--- config.mk ---
export PLATFORM = sky130hd
export DESIGN_NAME = dupDmaReq
export DESIGN_NICKNAME = d
export VERILOG_FILES = /design/src/rtl/dupDmaPkg.sv /design/src/rtl/dupDmaCtrl.sv /design/src/rtl/dupDmaDatapath.sv /design/src/rtl/dupDmaReq.sv
export SDC_FILE = /design/constraint.sdc
export NUM_CORES = 1
export LEC_CHECK = 0
export ABC_CLOCK_PERIOD_IN_PS = 4900
export BUFFER_PORTS_ARGS = -buffer_cell sky130_fd_sc_hd__clkbuf_2
export CORE_UTILIZATION = 50
export DETAILED_ROUTE_END_ITERATION = 10
export PLACE_DENSITY = 0.81
export RECOVER_POWER = 100
export SLEW_MARGIN = 25
export SYNTH_ARGS = -nofsm -noshare
export SYNTH_HDL_FRONTEND = slang
export SYNTH_HIERARCHICAL = 1
export SYNTH_SLANG_ARGS = --single-unit
--- constraint.sdc ---
create_clock -name clk -period 4.9 [get_ports clk]
set_input_delay 0.245 -clock clk [delete_from_list [all_inputs] [get_ports clk]]
set_output_delay 0.245 -clock clk [all_outputs]
set_load 0.03 [all_outputs]
--- src/rtl/dupDmaPkg.sv ---
package dupDmaPkg;

  localparam int unsigned HEAD_BYTES = 64;

  typedef struct packed {
    logic relaxed;
    logic retainOn;
    logic clrSent;
    logic incSent;
    logic rxGateOpen;
    logic rxPendNext;
  } ctlStrobe_t;

  function automatic int unsigned wmBytes(input logic [1:0] sel);
    case (sel)
      2'd0:    return 16;
      2'd1:    return 64;
      2'd2:    return 128;
      default: return 256;
    endcase
  endfunction

endpackage

--- src/rtl/dupDmaCtrl.sv ---
module dupDmaCtrl
  import dupDmaPkg::*;
#(
  parameter int LEN_W = 11
) (
  input  logic             clk,
  input  logic             rstN,
  input  logic             fullDuplex,
  input  logic             runtAccept,
  input  logic             txStart,
  input  logic             txAbort,
  input  logic             txByteSent,
  input  logic             headDone,
  input  logic             rxEof,
  input  logic             rxFrameOk,
  input  logic [LEN_W-1:0] rxFrameLen,
  input  logic [LEN_W-1:0] rxByteCnt,
  input  logic             rxLevelZero,
  output ctlStrobe_t       ctl,
  output logic             retainHead
);

  typedef enum logic {HEAD_FREE, HEAD_HELD} headState_t;

  localparam logic [LEN_W-1:0] HEAD_LEN = LEN_W'(HEAD_BYTES);

  headState_t headQ, headD;
  logic       pendQ;
  logic       relaxed;
  logic       eofValid;
  logic       gateOpen;
  logic       pendNext;

  assign relaxed = fullDuplex | runtAccept;

  // Retained-head state: entered on a half-duplex start, left on abort,
  // on a change to full duplex, or at the last byte of the head.
  always_comb begin
    headD = headQ;
    unique case (headQ)
      HEAD_FREE: begin
        if (txStart && !txAbort && !fullDuplex) headD = HEAD_HELD;
      end
      HEAD_HELD: begin
        if (txAbort || fullDuplex)         headD = HEAD_FREE;
        else if (txStart)                  headD = HEAD_HELD;
        else if (txByteSent && headDone)   headD = HEAD_FREE;
      end
      default: headD = HEAD_FREE;
    endcase
  end

  always_ff @(posedge clk) begin
    if (!rstN) headQ <= HEAD_FREE;
    else       headQ <= headD;
  end

  // Receive gating.
  assign gateOpen = relaxed || (rxByteCnt == '0) || (rxByteCnt >= HEAD_LEN);
  assign eofValid = rxEof && rxFrameOk && (relaxed || (rxFrameLen >= HEAD_LEN));
  assign pendNext = eofValid || (pendQ && !rxLevelZero);

  always_ff @(posedge clk) begin
    if (!rstN) pendQ <= 1'b0;
    else       pendQ <= pendNext;
  end

  always_comb begin
    ctl            = '0;
    ctl.relaxed    = relaxed;
    ctl.retainOn   = (headQ == HEAD_HELD);
    ctl.clrSent    = txStart;
    ctl.incSent    = (headQ == HEAD_HELD) && txByteSent && !txStart;
    ctl.rxGateOpen = gateOpen;
    ctl.rxPendNext = pendNext;
  end

  assign retainHead = (headQ == HEAD_HELD);

endmodule

--- src/rtl/dupDmaDatapath.sv ---
module dupDmaDatapath
  import dupDmaPkg::*;
#(
  parameter int TX_DEPTH = 512,
  parameter int RX_DEPTH = 512,
  localparam int TX_W = $clog2(TX_DEPTH + 1),
  localparam int RX_W = $clog2(RX_DEPTH + 1)
) (
  input  logic            clk,
  input  logic            rstN,
  input  ctlStrobe_t      ctl,
  input  logic [1:0]      txWmSel,
  input  logic [1:0]      rxWmSel,
  input  logic [TX_W-1:0] txLevel,
  input  logic [RX_W-1:0] rxLevel,
  output logic            headDone,
  output logic            rxLevelZero,
  output logic            txDmaReq,
  output logic            rxDmaReq
);

  localparam int HEAD_W = $clog2(HEAD_BYTES + 1);
  localparam int TXC_W  = TX_W + 1;
  localparam int RXC_W  = (RX_W > 9 ? RX_W : 9) + 1;

  logic [HEAD_W-1:0] sentCnt;
  logic [TXC_W-1:0]  txRoom, txHeld, txFree, txWm;
  logic [RXC_W-1:0]  rxWm;
  logic              txHit, rxHit;

  // Count of head bytes already sent while the head is retained.
  always_ff @(posedge clk) begin
    if (!rstN)            sentCnt <= '0;
    else if (ctl.clrSent) sentCnt <= '0;
    else if (ctl.incSent) sentCnt <= sentCnt + 1'b1;
  end

  assign headDone    = (sentCnt == HEAD_W'(HEAD_BYTES - 1));
  assign rxLevelZero = (rxLevel == '0);

  // Transmit free space, less the retained head bytes.
  always_comb begin
    if ({1'b0, txLevel} >= TXC_W'(TX_DEPTH)) txRoom = '0;
    else txRoom = TXC_W'(TX_DEPTH) - {1'b0, txLevel};
    txHeld = ctl.retainOn ? TXC_W'(sentCnt) : '0;
    txFree = (txHeld > txRoom) ? '0 : (txRoom - txHeld);
    txWm   = TXC_W'(wmBytes(txWmSel));
    rxWm   = RXC_W'(wmBytes(rxWmSel));
  end

  assign txHit = (txFree >= txWm);
  assign rxHit = (RXC_W'(rxLevel) >= rxWm) && ctl.rxGateOpen;

  always_ff @(posedge clk) begin
    if (!rstN) begin
      txDmaReq <= 1'b0;
      rxDmaReq <= 1'b0;
    end else begin
      txDmaReq <= txHit;
      rxDmaReq <= rxHit || ctl.rxPendNext;
    end
  end

endmodule

--- src/rtl/dupDmaReq.sv ---
module dupDmaReq
  import dupDmaPkg::*;
#(
  parameter int TX_DEPTH = 512,
  parameter int RX_DEPTH = 512,
  parameter int LEN_W    = 11,
  localparam int TX_W = $clog2(TX_DEPTH + 1),
  localparam int RX_W = $clog2(RX_DEPTH + 1)
) (
  input  logic             clk,
  input  logic             rstN,
  input  logic             fullDuplex,
  input  logic             runtAccept,
  input  logic [1:0]       txWmSel,
  input  logic [1:0]       rxWmSel,
  input  logic [TX_W-1:0]  txLevel,
  input  logic [RX_W-1:0]  rxLevel,
  input  logic             txStart,
  input  logic             txByteSent,
  input  logic             txAbort,
  input  logic             rxEof,
  input  logic             rxFrameOk,
  input  logic [LEN_W-1:0] rxFrameLen,
  input  logic [LEN_W-1:0] rxByteCnt,
  output logic             txDmaReq,
  output logic             rxDmaReq,
  output logic             txRetainHead
);

  ctlStrobe_t ctl;
  logic       headDone;
  logic       rxLevelZero;

  dupDmaCtrl #(.LEN_W(LEN_W)) u_ctrl (
    .clk        (clk),
    .rstN       (rstN),
    .fullDuplex (fullDuplex),
    .runtAccept (runtAccept),
    .txStart    (txStart),
    .txAbort    (txAbort),
    .txByteSent (txByteSent),
    .headDone   (headDone),
    .rxEof      (rxEof),
    .rxFrameOk  (rxFrameOk),
    .rxFrameLen (rxFrameLen),
    .rxByteCnt  (rxByteCnt),
    .rxLevelZero(rxLevelZero),
    .ctl        (ctl),
    .retainHead (txRetainHead)
  );

  dupDmaDatapath #(.TX_DEPTH(TX_DEPTH), .RX_DEPTH(RX_DEPTH)) u_dp (
    .clk        (clk),
    .rstN       (rstN),
    .ctl        (ctl),
    .txWmSel    (txWmSel),
    .rxWmSel    (rxWmSel),
    .txLevel    (txLevel),
    .rxLevel    (rxLevel),
    .headDone   (headDone),
    .rxLevelZero(rxLevelZero),
    .txDmaReq   (txDmaReq),
    .rxDmaReq   (rxDmaReq)
  );

endmodule

==> results of run 1 <==
==> worst reg2reg max path: cells and delay by family (launching register included) <==
kind                     cells  cell delay (ps)
flip-flops                   1              500
AND/OR/NAND/NOR              5              810
buffers and inverters        1              200
AO/OA/AOI/OAI                8             1520
adder cells (fa/ha/maj)      2              480
==> state kept, by name, indices dropped and copies added, names as in the netlist <==
register	count
u_dp/rxDmaReq	1
u_ctrl/retainHead	1
u_ctrl/pendQ	1
u_dp/txDmaReq	1
u_dp/sentCnt	7
==> layout make-up <==
type                    count  area, um2
inverters                  11      41.29
repair buffers             54      272.8
flip-flops and latches     11      220.2
well taps                  31      38.79
clock buffers               4      26.28
multi-input cells         168       1209
fillers                   267      997.2
==> per-stage QoR <==
stage,cells,utilization,setup slack [ps],total power [uW]
floorplan,196,-,648.7,185.4
global placement,275,0.6369,251.2,227.4
detailed placement,275,0.6369,193.5,229.2
CTS,279,0.6463,476.5,292.6
global route,279,0.6445,84.96,314.0
finish,279,0.6445,392.3,287.3
==> worst max path at each step <==
| stage | cells after the start | startpoint | endpoint |
|---|---|---|---|
| 2_1_floorplan | 17 | txLevel[6] | u_dp/txDmaReq |
| 3_3_place_gp | 20 | txLevel[6] | u_dp/txDmaReq |
| 3_5_place_dp | 20 | txLevel[6] | u_dp/txDmaReq |
| 4_1_cts | 20 | txLevel[6] | u_dp/txDmaReq |
| 5_1_grt | 20 | txLevel[6] | u_dp/txDmaReq |
| 6_report | 20 | txLevel[6] | u_dp/txDmaReq |
==> report_power, final <==
group	switching (uW)	leakage [uW]	total [uW]	internal, uW
Combinational	70.6	0.000676	132	61.4
Clock	29.0	0.0000150	60.5	31.5
Sequential	1.36	0.0000896	94.7	93.4
Total	101	0.000780	287	186
==> layer usage <==
metal | wire [um] | up-vias | GRT usage
met5 | 0 | - | 0
li1 | - | 819 | -
met2 | 1648 | 20 | 0.3613
met1 | 1566 | 693 | 0.2803
met3 | 73 | 4 | 0.02268
met4 | 27 | 0 | 0.09059
==> impl_metrics.tcl, run 1 <==
set metrics [dict create \
    first_global_vias 1364 \
    post-route-drc-count 0 \
    synth_cells 196 \
    final_period_minus_worst_setup_slack_ps 4508 \
    finalWeightedCongestion 0.7816 \
    globalRoute.totalOverflow 0 \
    root_cell_of_the_clock_tree "sky130_fd_sc_hd__clkbuf_4" \
    antenna-diode-count 0 \
    postCtsResizedCells 0 \
    areaGrowthSynthToFinish_pct 19.82 \
    reg2reg_depth 16 \
    leading_cell_type_in_the_layout_fill_and_taps_excluded "sky130_fd_sc_hd__clkbuf_2" \
    first_iter_violations 26 \
    synthesized_cell_area_mm2 0.001509 \
    cp-start-kind "primary input" \
    tritoncts "yes" \
    post_drt_wl_per_cell_um 11.89 \
    crit_path_top_delay_cell "sky130_fd_sc_hd__or4_4" \
    fin_tns_setup_ps 0 \
    avgSynthCellArea_um2 7.699 \
    worstSkewPairLatency_ps 270 \
    ir_worst_vdd_uv 133.2 \
    min-delay-path-class "primary input to register" \
    cts-htree-levels 1 \
    cts_sinks 11 \
    buffer_ports.inserted 51 \
    postCtsSetupRepairBufs 0 \
    pin_count_of_the_biggest_net_entering_global_routing 11 \
    vias 1536 \
    cp_cell_sequence "clkbuf_2, or4_4, or3_4, o31a_2, nor2b_1, ha_1, nor2b_1, o21ai_0, o21ai_0, buf_4, a2111oi_4, and2_0, nor2_1, ha_1, a21o_1, a21oi_1, o31ai_2, a31oi_1, a311oi_1, nand4b_1" \
    reg2reg_setup_slack_ps 1300 \
    critical_path.n_buffers_inverters 2 \
    drtAntennaViolNets 0 \
    die-area_mm2 0.003242 \
    nets 322 \
    postPlaceCellArea_mm2 0.001787 \
    commonest_cells_after_routing_fill_and_taps_aside "sky130_fd_sc_hd__clkbuf_2, sky130_fd_sc_hd__nor2_1, sky130_fd_sc_hd__ha_1, sky130_fd_sc_hd__nand2_1" \
    critical_path.max_stage_delay_ps 560 \
    path_delay_family "compound AO/OA/AOI/OAI gates" \
    synth_nets 269 \
    cts_buffer_depth 2 \
    fin_area_mm2 0.001808 \
    timing.final.setup_violations 0 \
    cts_hold_repair.buffers 0 \
    wl_um 3316 \
    via_per_inst 5.505 \
    post_route_cells_drive_above_1_share 0.2823 \
    crit_type "primary input to register" \
    ioPinCount 58 \
    row_count 19 \
    initial_core_util 0.5379 \
    path_max_fanout 5 \
    grtUsageTotal 0.2149 \
    critical_path_required_ps 5040 \
    max-slew-margin-rel 0.7418 \
    power.static_leakage_uw 0.0007801 \
    hpwl_um 2800 \
    reg2reg_from "u_ctrl/retainHead" \
    grt_antenna_before_repair 0 \
    crit-reg2reg-capture "u_dp/txDmaReq" \
    worstSetupEndpointType "register" \
    arrival_ps 4640 \
    fp.dieW_um 56.94 \
    run_status "complete, no violations" \
    hold_path_startpoint "txAbort" \
    floorplan.die.height_um 56.94 \
    maxSlewViolCount 0 \
    pwr_density_cell_mw_per_mm2 158.9 \
    worstHoldPathCells 2 \
    cap_viol_max_count 0 \
    worst-slew-pin-transition_ps 385.8 \
    cts.reportedPaths.clkPinSlew_ps 60 \
    tcrit_tclk_final 0.9199 \
    hold_violations 0 \
    core_mm2 0.002805 \
    fmaxAchievable_mhz 221.8 \
    hold-worst-slack_ps 132.2 \
    rsz_0062_raised_after_global_routing "no" \
    cts_buffers 3 \
    grt_pass1_wl_um 5616 \
    fin_worst_skew_ps 3.709 \
    synth_warnings 6 \
    drt_pre_antenna_iters 4 \
    timing.hold.worst_endpoint "u_ctrl/retainHead" \
]
Note: power is estimated with default switching activity, not from simulation.
==> inputs of run 2 (changes only) <==
--- a/config.mk
+++ b/config.mk
@@ -11,6 +11,7 @@
 export DETAILED_ROUTE_END_ITERATION = 10
 export PLACE_DENSITY = 0.81
 export RECOVER_POWER = 100
+export REMOVE_ABC_BUFFERS = 1
 export SLEW_MARGIN = 25
 export SYNTH_ARGS = -nofsm -noshare
 export SYNTH_HDL_FRONTEND = slang
==> run 2 against run 1 <==
Routed wire length fell by 0.93%. First-iteration DRC count rose by 73%. Power rose by 0.26%. Highest routed layer is now met3. Sequential power barely moved. Clock power rose by 1%. Flip-flop and latch count did not move.
==> impl_metrics.tcl, run 2 (synthesis results as in run 1) <==
set metrics [dict create \
    use_met1 0.2789 \
    largest_register_ffs 7 \
    antenna-diode-count 0 \
    ioPinCount 58 \
    die-area_mm2 0.003242 \
    fp.dieW_um 56.94 \
    worstSkewPairLatency_ps 270 \
    critical_path.max_stage_delay_ps 570 \
    post_drt_wl_per_cell_um 11.77 \
    postCtsSetupRepairBufs 0 \
    cts_buffers 3 \
    max-slew-margin-rel 0.7186 \
    fin_area_mm2 0.001808 \
    areaGrowthSynthToFinish_pct 19.82 \
    postCtsResizedCells 0 \
    drt_pre_antenna_iters 4 \
    post_route_cells_drive_above_1_share 0.2823 \
    arrival_ps 4640 \
    cts.reportedPaths.clkPinSlew_ps 70 \
    cts_hold_repair.buffers 0 \
    via_per_inst 5.548 \
    first_iter_violations 45 \
    grt_util_met2 0.3983 \
    row_count 19 \
    commonest_cells_after_routing_fill_and_taps_aside "sky130_fd_sc_hd__clkbuf_2, sky130_fd_sc_hd__nor2_1, sky130_fd_sc_hd__ha_1, sky130_fd_sc_hd__nand2_1" \
    path_delay_family "compound AO/OA/AOI/OAI gates" \
    fmaxAchievable_mhz 222.8 \
    cp_num_cells 20 \
    maxSlewViolCount 0 \
    post-route-drc-count 0 \
    wl_um 3285 \
    pwr_density_cell_mw_per_mm2 159.3 \
    reg2reg_depth 16 \
    rsz_0062_raised_after_global_routing "no" \
    core_mm2 0.002805 \
    met3_use_gr 0.04535 \
    run_status "complete, no violations" \
    min-delay-path-class "primary input to register" \
    grt_antenna_before_repair 0 \
    worstSetupEndpointType "register" \
    cap_viol_max_count 0 \
    grtUsageTotal 0.2206 \
    path_max_fanout 5 \
    first_global_vias 1406 \
    cts_buffer_depth 2 \
    initial_core_util 0.5379 \
    grt_pass1_wl_um 5754 \
    floorplan.die.height_um 56.94 \
    drtAntennaViolNets 0 \
    post-route-util 0.6445 \
    cp_cell_sequence "clkbuf_2, or4_4, or3_4, o31a_2, nor2b_1, ha_1, nor2b_1, o21ai_0, o21ai_0, buf_4, a2111oi_4, and2_0, nor2_1, ha_1, a21o_1, a21oi_1, o31ai_2, a31oi_1, a311oi_1, nand4b_1" \
    worst-slew-pin-transition_ps 416.2 \
    globalRoute.busiestLayer "met2" \
    timing.final.setup_violations 0 \
    worstHoldPathCells 2 \
    fin_tns_setup_ps 0 \
    crit_path_top_delay_cell "sky130_fd_sc_hd__or4_4" \
    nets 322 \
    hpwl_um 2830 \
    hold_violations 0 \
    fin_worst_skew_ps 1.421 \
    finalWeightedCongestion 0.8375 \
    power.static_leakage_uw 0.0007801 \
    postPlaceCellArea_mm2 0.001787 \
    cp-start-kind "primary input" \
    cts-htree-levels 1 \
    critical_path.n_buffers_inverters 2 \
    cts_sinks 11 \
    vias 1548 \
    globalRoute.totalOverflow 0 \
    root_cell_of_the_clock_tree "sky130_fd_sc_hd__clkbuf_4" \
    final_period_minus_worst_setup_slack_ps 4488 \
    critical_path_required_ps 5050 \
    crit_type "primary input to register" \
    registers.top_by_ff_count "u_dp/sentCnt" \
    buffer_ports.inserted 51 \
    tritoncts "yes" \
    ir_worst_vdd_uv 135.2 \
    leading_cell_type_in_the_layout_fill_and_taps_excluded "sky130_fd_sc_hd__clkbuf_2" \
    pin_count_of_the_biggest_net_entering_global_routing 11 \
    tcrit_tclk_final 0.9160 \
]
[run 2: cell counts in the layout (fill, tap and decap cells not counted)]
No cell type changed its count.
[run 2: power by group]
| part | switching, uW | total (uW) | internal (uW) | leakage, uW |
|---|---|---|---|---|
| clock | 29.6 | 61.1 | 31.5 | 0.0000150 |
| sequential | 1.46 | 94.8 | 93.4 | 0.0000896 |
| combinational | 70.7 | 132 | 61.5 | 0.000676 |
[run 2: worst reg2reg max path, stage by stage, from the launching register on]
cell	delay, ps
sky130_fd_sc_hd__dfxtp_1	500
sky130_fd_sc_hd__nand2_1	160
sky130_fd_sc_hd__ha_1	280
sky130_fd_sc_hd__nor2b_1	120
sky130_fd_sc_hd__o21ai_0	230
sky130_fd_sc_hd__o21ai_0	180
sky130_fd_sc_hd__buf_4	190
sky130_fd_sc_hd__a2111oi_4	370
sky130_fd_sc_hd__and2_0	250
sky130_fd_sc_hd__nor2_1	80
sky130_fd_sc_hd__ha_1	190
sky130_fd_sc_hd__a21o_1	150
sky130_fd_sc_hd__a21oi_1	230
sky130_fd_sc_hd__o31ai_2	100
sky130_fd_sc_hd__a31oi_1	190
sky130_fd_sc_hd__a311oi_1	70
sky130_fd_sc_hd__nand4b_1	180
[run 2: per-stage QoR]
stage	total power [uW]	instances	hold slack (ps)	setup slack, ps
after floorplan	182.3	190	322.3	648.6
after global placement	226.6	275	418.5	266.7
after detailed placement	229.7	275	423.7	197.6
after CTS	291.9	279	134.6	494.6
after global routing	314.2	279	129.0	126.9
final	288.1	279	138.5	411.8
[run 2: cell type report]
type,count,area [um2]
Multi-Input combinational cell,168,1209
Timing Repair Buffer,54,272.8
Sequential cell,11,220.2
Fill cell,281,997.2
Tap cell,31,38.79
Inverter,11,41.29
Clock buffer,4,26.28
[run 2: path summary, 6_finish.rpt]
check	startpoint	endpoint	slack [ps]
min	txAbort	u_ctrl/retainHead	140
max	txLevel[6]	u_dp/txDmaReq	410
max reg2reg	u_ctrl/retainHead	u_dp/txDmaReq	1320
min reg2reg	u_ctrl/pendQ	u_ctrl/pendQ	500
[run 2: per-layer routing]
metal  vias up  wire length, um
met5         -                0
met4         0                0
met3         0              179
met2        47             1583
met1       683             1522
li1        818                -
==> inputs of run 3 (changes only) <==
--- a/config.mk
+++ b/config.mk
@@ -10,7 +10,7 @@
 export CORE_UTILIZATION = 50
 export DETAILED_ROUTE_END_ITERATION = 10
 export PLACE_DENSITY = 0.81
-export RECOVER_POWER = 100
+export RECOVER_POWER = 25
 export REMOVE_ABC_BUFFERS = 1
 export SLEW_MARGIN = 25
 export SYNTH_ARGS = -nofsm -noshare
==> run 3 against run 2 <==
Fmax grew 0.64%. Critical path type unchanged. Die area unchanged. Sequential power about the same. Register-to-register slack is essentially flat. Clock power is 1% higher. Power rose by 0.37%. Utilization is 0.089 points higher. Non-clock buffer count unchanged. Largest cell class unchanged. Final cell count unchanged. Worst setup slack improved by 28 ps.
==> impl_metrics.tcl, run 3 (synthesis results as in run 1) <==
set metrics [dict create \
    nets 322 \
    reg2reg_from "u_ctrl/retainHead" \
    p_sw_frac 0.3544 \
    cts_buffer_depth 2 \
    tritoncts "yes" \
    grt_antenna_before_repair 0 \
    post-route-util 0.6454 \
    rsz_0062_raised_after_global_routing "no" \
    ir_worst_vdd_uv 135.8 \
    buffer_ports.inserted 51 \
    initial_core_util 0.5379 \
    post_route_cells_drive_above_1_share 0.2903 \
    drt_pre_antenna_iters 4 \
    via_per_inst 5.609 \
    fin_worst_skew_ps 1.275 \
    path_delay_family "compound AO/OA/AOI/OAI gates" \
    min-delay-path-class "primary input to register" \
    cp_cell_sequence "clkbuf_2, or4_4, or3_4, o31a_2, nor2b_1, ha_1, nor2b_1, o21ai_0, o21ai_0, buf_4, a2111oi_4, and2_1, nor2_1, ha_1, a21o_1, a21oi_1, o31ai_2, a31oi_1, a311oi_1, nand4b_1" \
    seq_power_share 0.328 \
    cts-htree-levels 1 \
    pin_count_of_the_biggest_net_entering_global_routing 11 \
    grt_pass1_wl_um 5754 \
    cap_viol_max_count 0 \
    cts_hold_repair.buffers 0 \
    leading_cell_type_in_the_layout_fill_and_taps_excluded "sky130_fd_sc_hd__clkbuf_2" \
    drtAntennaViolNets 0 \
    finalWeightedCongestion 0.8375 \
    cts_buffers 3 \
    fin_tns_setup_ps 0 \
    hpwl_um 2830 \
    startpoint "txLevel[6]" \
    globalRoute.totalOverflow 0 \
    post_drt_wl_per_cell_um 11.82 \
    die-area_mm2 0.003242 \
    crit_type "primary input to register" \
    worstSkewPairLatency_ps 270 \
    commonest_cells_after_routing_fill_and_taps_aside "sky130_fd_sc_hd__clkbuf_2, sky130_fd_sc_hd__nor2_1, sky130_fd_sc_hd__ha_1, sky130_fd_sc_hd__nand2_1" \
    power.static_leakage_uw 0.0007873 \
    first_iter_violations 41 \
    core_mm2 0.002805 \
    wl_um 3299 \
    cp-start-kind "primary input" \
    arrival_ps 4610 \
    fmaxAchievable_mhz 224.2 \
    hold_path_startpoint "txAbort" \
    hold_violations 0 \
    floorplan.die.height_um 56.94 \
    critical_path.n_buffers_inverters 2 \
    vias 1565 \
    worstSetupEndpointType "register" \
    postCtsSetupRepairBufs 0 \
    clock_power_share 0.213 \
    critical_path_required_ps 5050 \
    pwr_density_cell_mw_per_mm2 159.7 \
    largest_register_ffs 7 \
    run_status "complete, no violations" \
    root_cell_of_the_clock_tree "sky130_fd_sc_hd__clkbuf_4" \
    cts.reportedPaths.clkPinSlew_ps 70 \
    multiInputGateArea_mm2 0.001209 \
    setup_ws_ps 440.1 \
    num-fill-cells 279 \
    grtUsageTotal 0.2206 \
    worst-slew-pin-transition_ps 416.3 \
    cts_sinks 11 \
    row_count 19 \
    internal-power_uw 186.6 \
    critical_path.max_stage_delay_ps 570 \
    maxSlewViolCount 0 \
    first_global_vias 1406 \
    ioPinCount 58 \
    tcrit_tclk_final 0.9102 \
    postCtsResizedCells 0 \
    placement.setup.worst_slack_ps 197.6 \
    antenna-diode-count 0 \
    crit_path_top_delay_cell "sky130_fd_sc_hd__or4_4" \
    path_max_fanout 5 \
    power_switching_uw 102.5 \
    final_period_minus_worst_setup_slack_ps 4460 \
    fp.dieW_um 56.94 \
    timing.final.setup_violations 0 \
    registers.top_by_ff_count "u_dp/sentCnt" \
    layout.area.seq_um2 220.2 \
    post-route-drc-count 0 \
    areaGrowthSynthToFinish_pct 19.98 \
    combinationalPowerShare 0.459 \
    max-slew-margin-rel 0.7186 \
]
## run 3: cell types whose count changed in the layout (fill, tap and decap cells not counted)
cell / change
sky130_fd_sc_hd__clkbuf_1: -2
sky130_fd_sc_hd__clkbuf_2: +2
sky130_fd_sc_hd__and2_0: -1
sky130_fd_sc_hd__and2_1: +1
## run 3: worst paths after layout
check / endpoint / slack, ps / depth (start not counted)
setup / recovery: u_dp/txDmaReq / 440 / 20
hold / removal: u_ctrl/retainHead / 140 / 2
setup reg to reg: u_dp/txDmaReq / 1330 / 16
hold reg to reg: u_ctrl/pendQ / 500 / 2
## run 3: area by class of cell
cell class,count,area share
repair buffers,54,0.1520
inverters,11,0.02281
multi-input cells,168,0.6676
clock buffers,4,0.01451
flip-flops and latches,11,0.1216
well taps,31,0.02142
## run 3: per-layer routing
metal | global-route usage | wire [um] | vias to the layer above
met2 | 0.3983 | 1584 | 52
met4 | 0.02439 | 0 | 0
li1 | - | - | 815
met1 | 0.2789 | 1500 | 698
met5 | 0 | 0 | -
met3 | 0.04535 | 214 | 0
## run 3: power by group through the flow
stage          Sequential (uW)  Clock (uW)  Combinational (uW)
2_1_floorplan              104           0                78.7
3_3_place_gp              96.9           0                 130
3_5_place_dp              97.0           0                 133
4_1_cts                   94.9        63.7                 133
5_1_grt                   95.1        69.4                 150
6_report                  94.8        61.7                 133
## run 3: metrics by stage
step                      total power (uW)  hold slack [ps]  std cells  area, um2
after CTS                            291.9            134.6        279       1813
after detailed placement             229.7            423.7        275       1787
final                                289.1            136.7        279       1810
after floorplan                      182.3            322.3        190       1470
after global routing                 314.4            129.0        279       1810
after global placement               226.6            418.5        275       1787
## run 3: worst register-to-register path: stages, from the launching register on
cell and delay [ps]:
sky130_fd_sc_hd__dfxtp_1 510, sky130_fd_sc_hd__nand2_1 160, sky130_fd_sc_hd__ha_1 280, sky130_fd_sc_hd__nor2b_1 120, sky130_fd_sc_hd__o21ai_0 230, sky130_fd_sc_hd__o21ai_0 180
sky130_fd_sc_hd__buf_4 190, sky130_fd_sc_hd__a2111oi_4 370, sky130_fd_sc_hd__and2_1 230, sky130_fd_sc_hd__nor2_1 80, sky130_fd_sc_hd__ha_1 190, sky130_fd_sc_hd__a21o_1 150
sky130_fd_sc_hd__a21oi_1 230, sky130_fd_sc_hd__o31ai_2 100, sky130_fd_sc_hd__a31oi_1 190, sky130_fd_sc_hd__a311oi_1 70, sky130_fd_sc_hd__nand4b_1 180
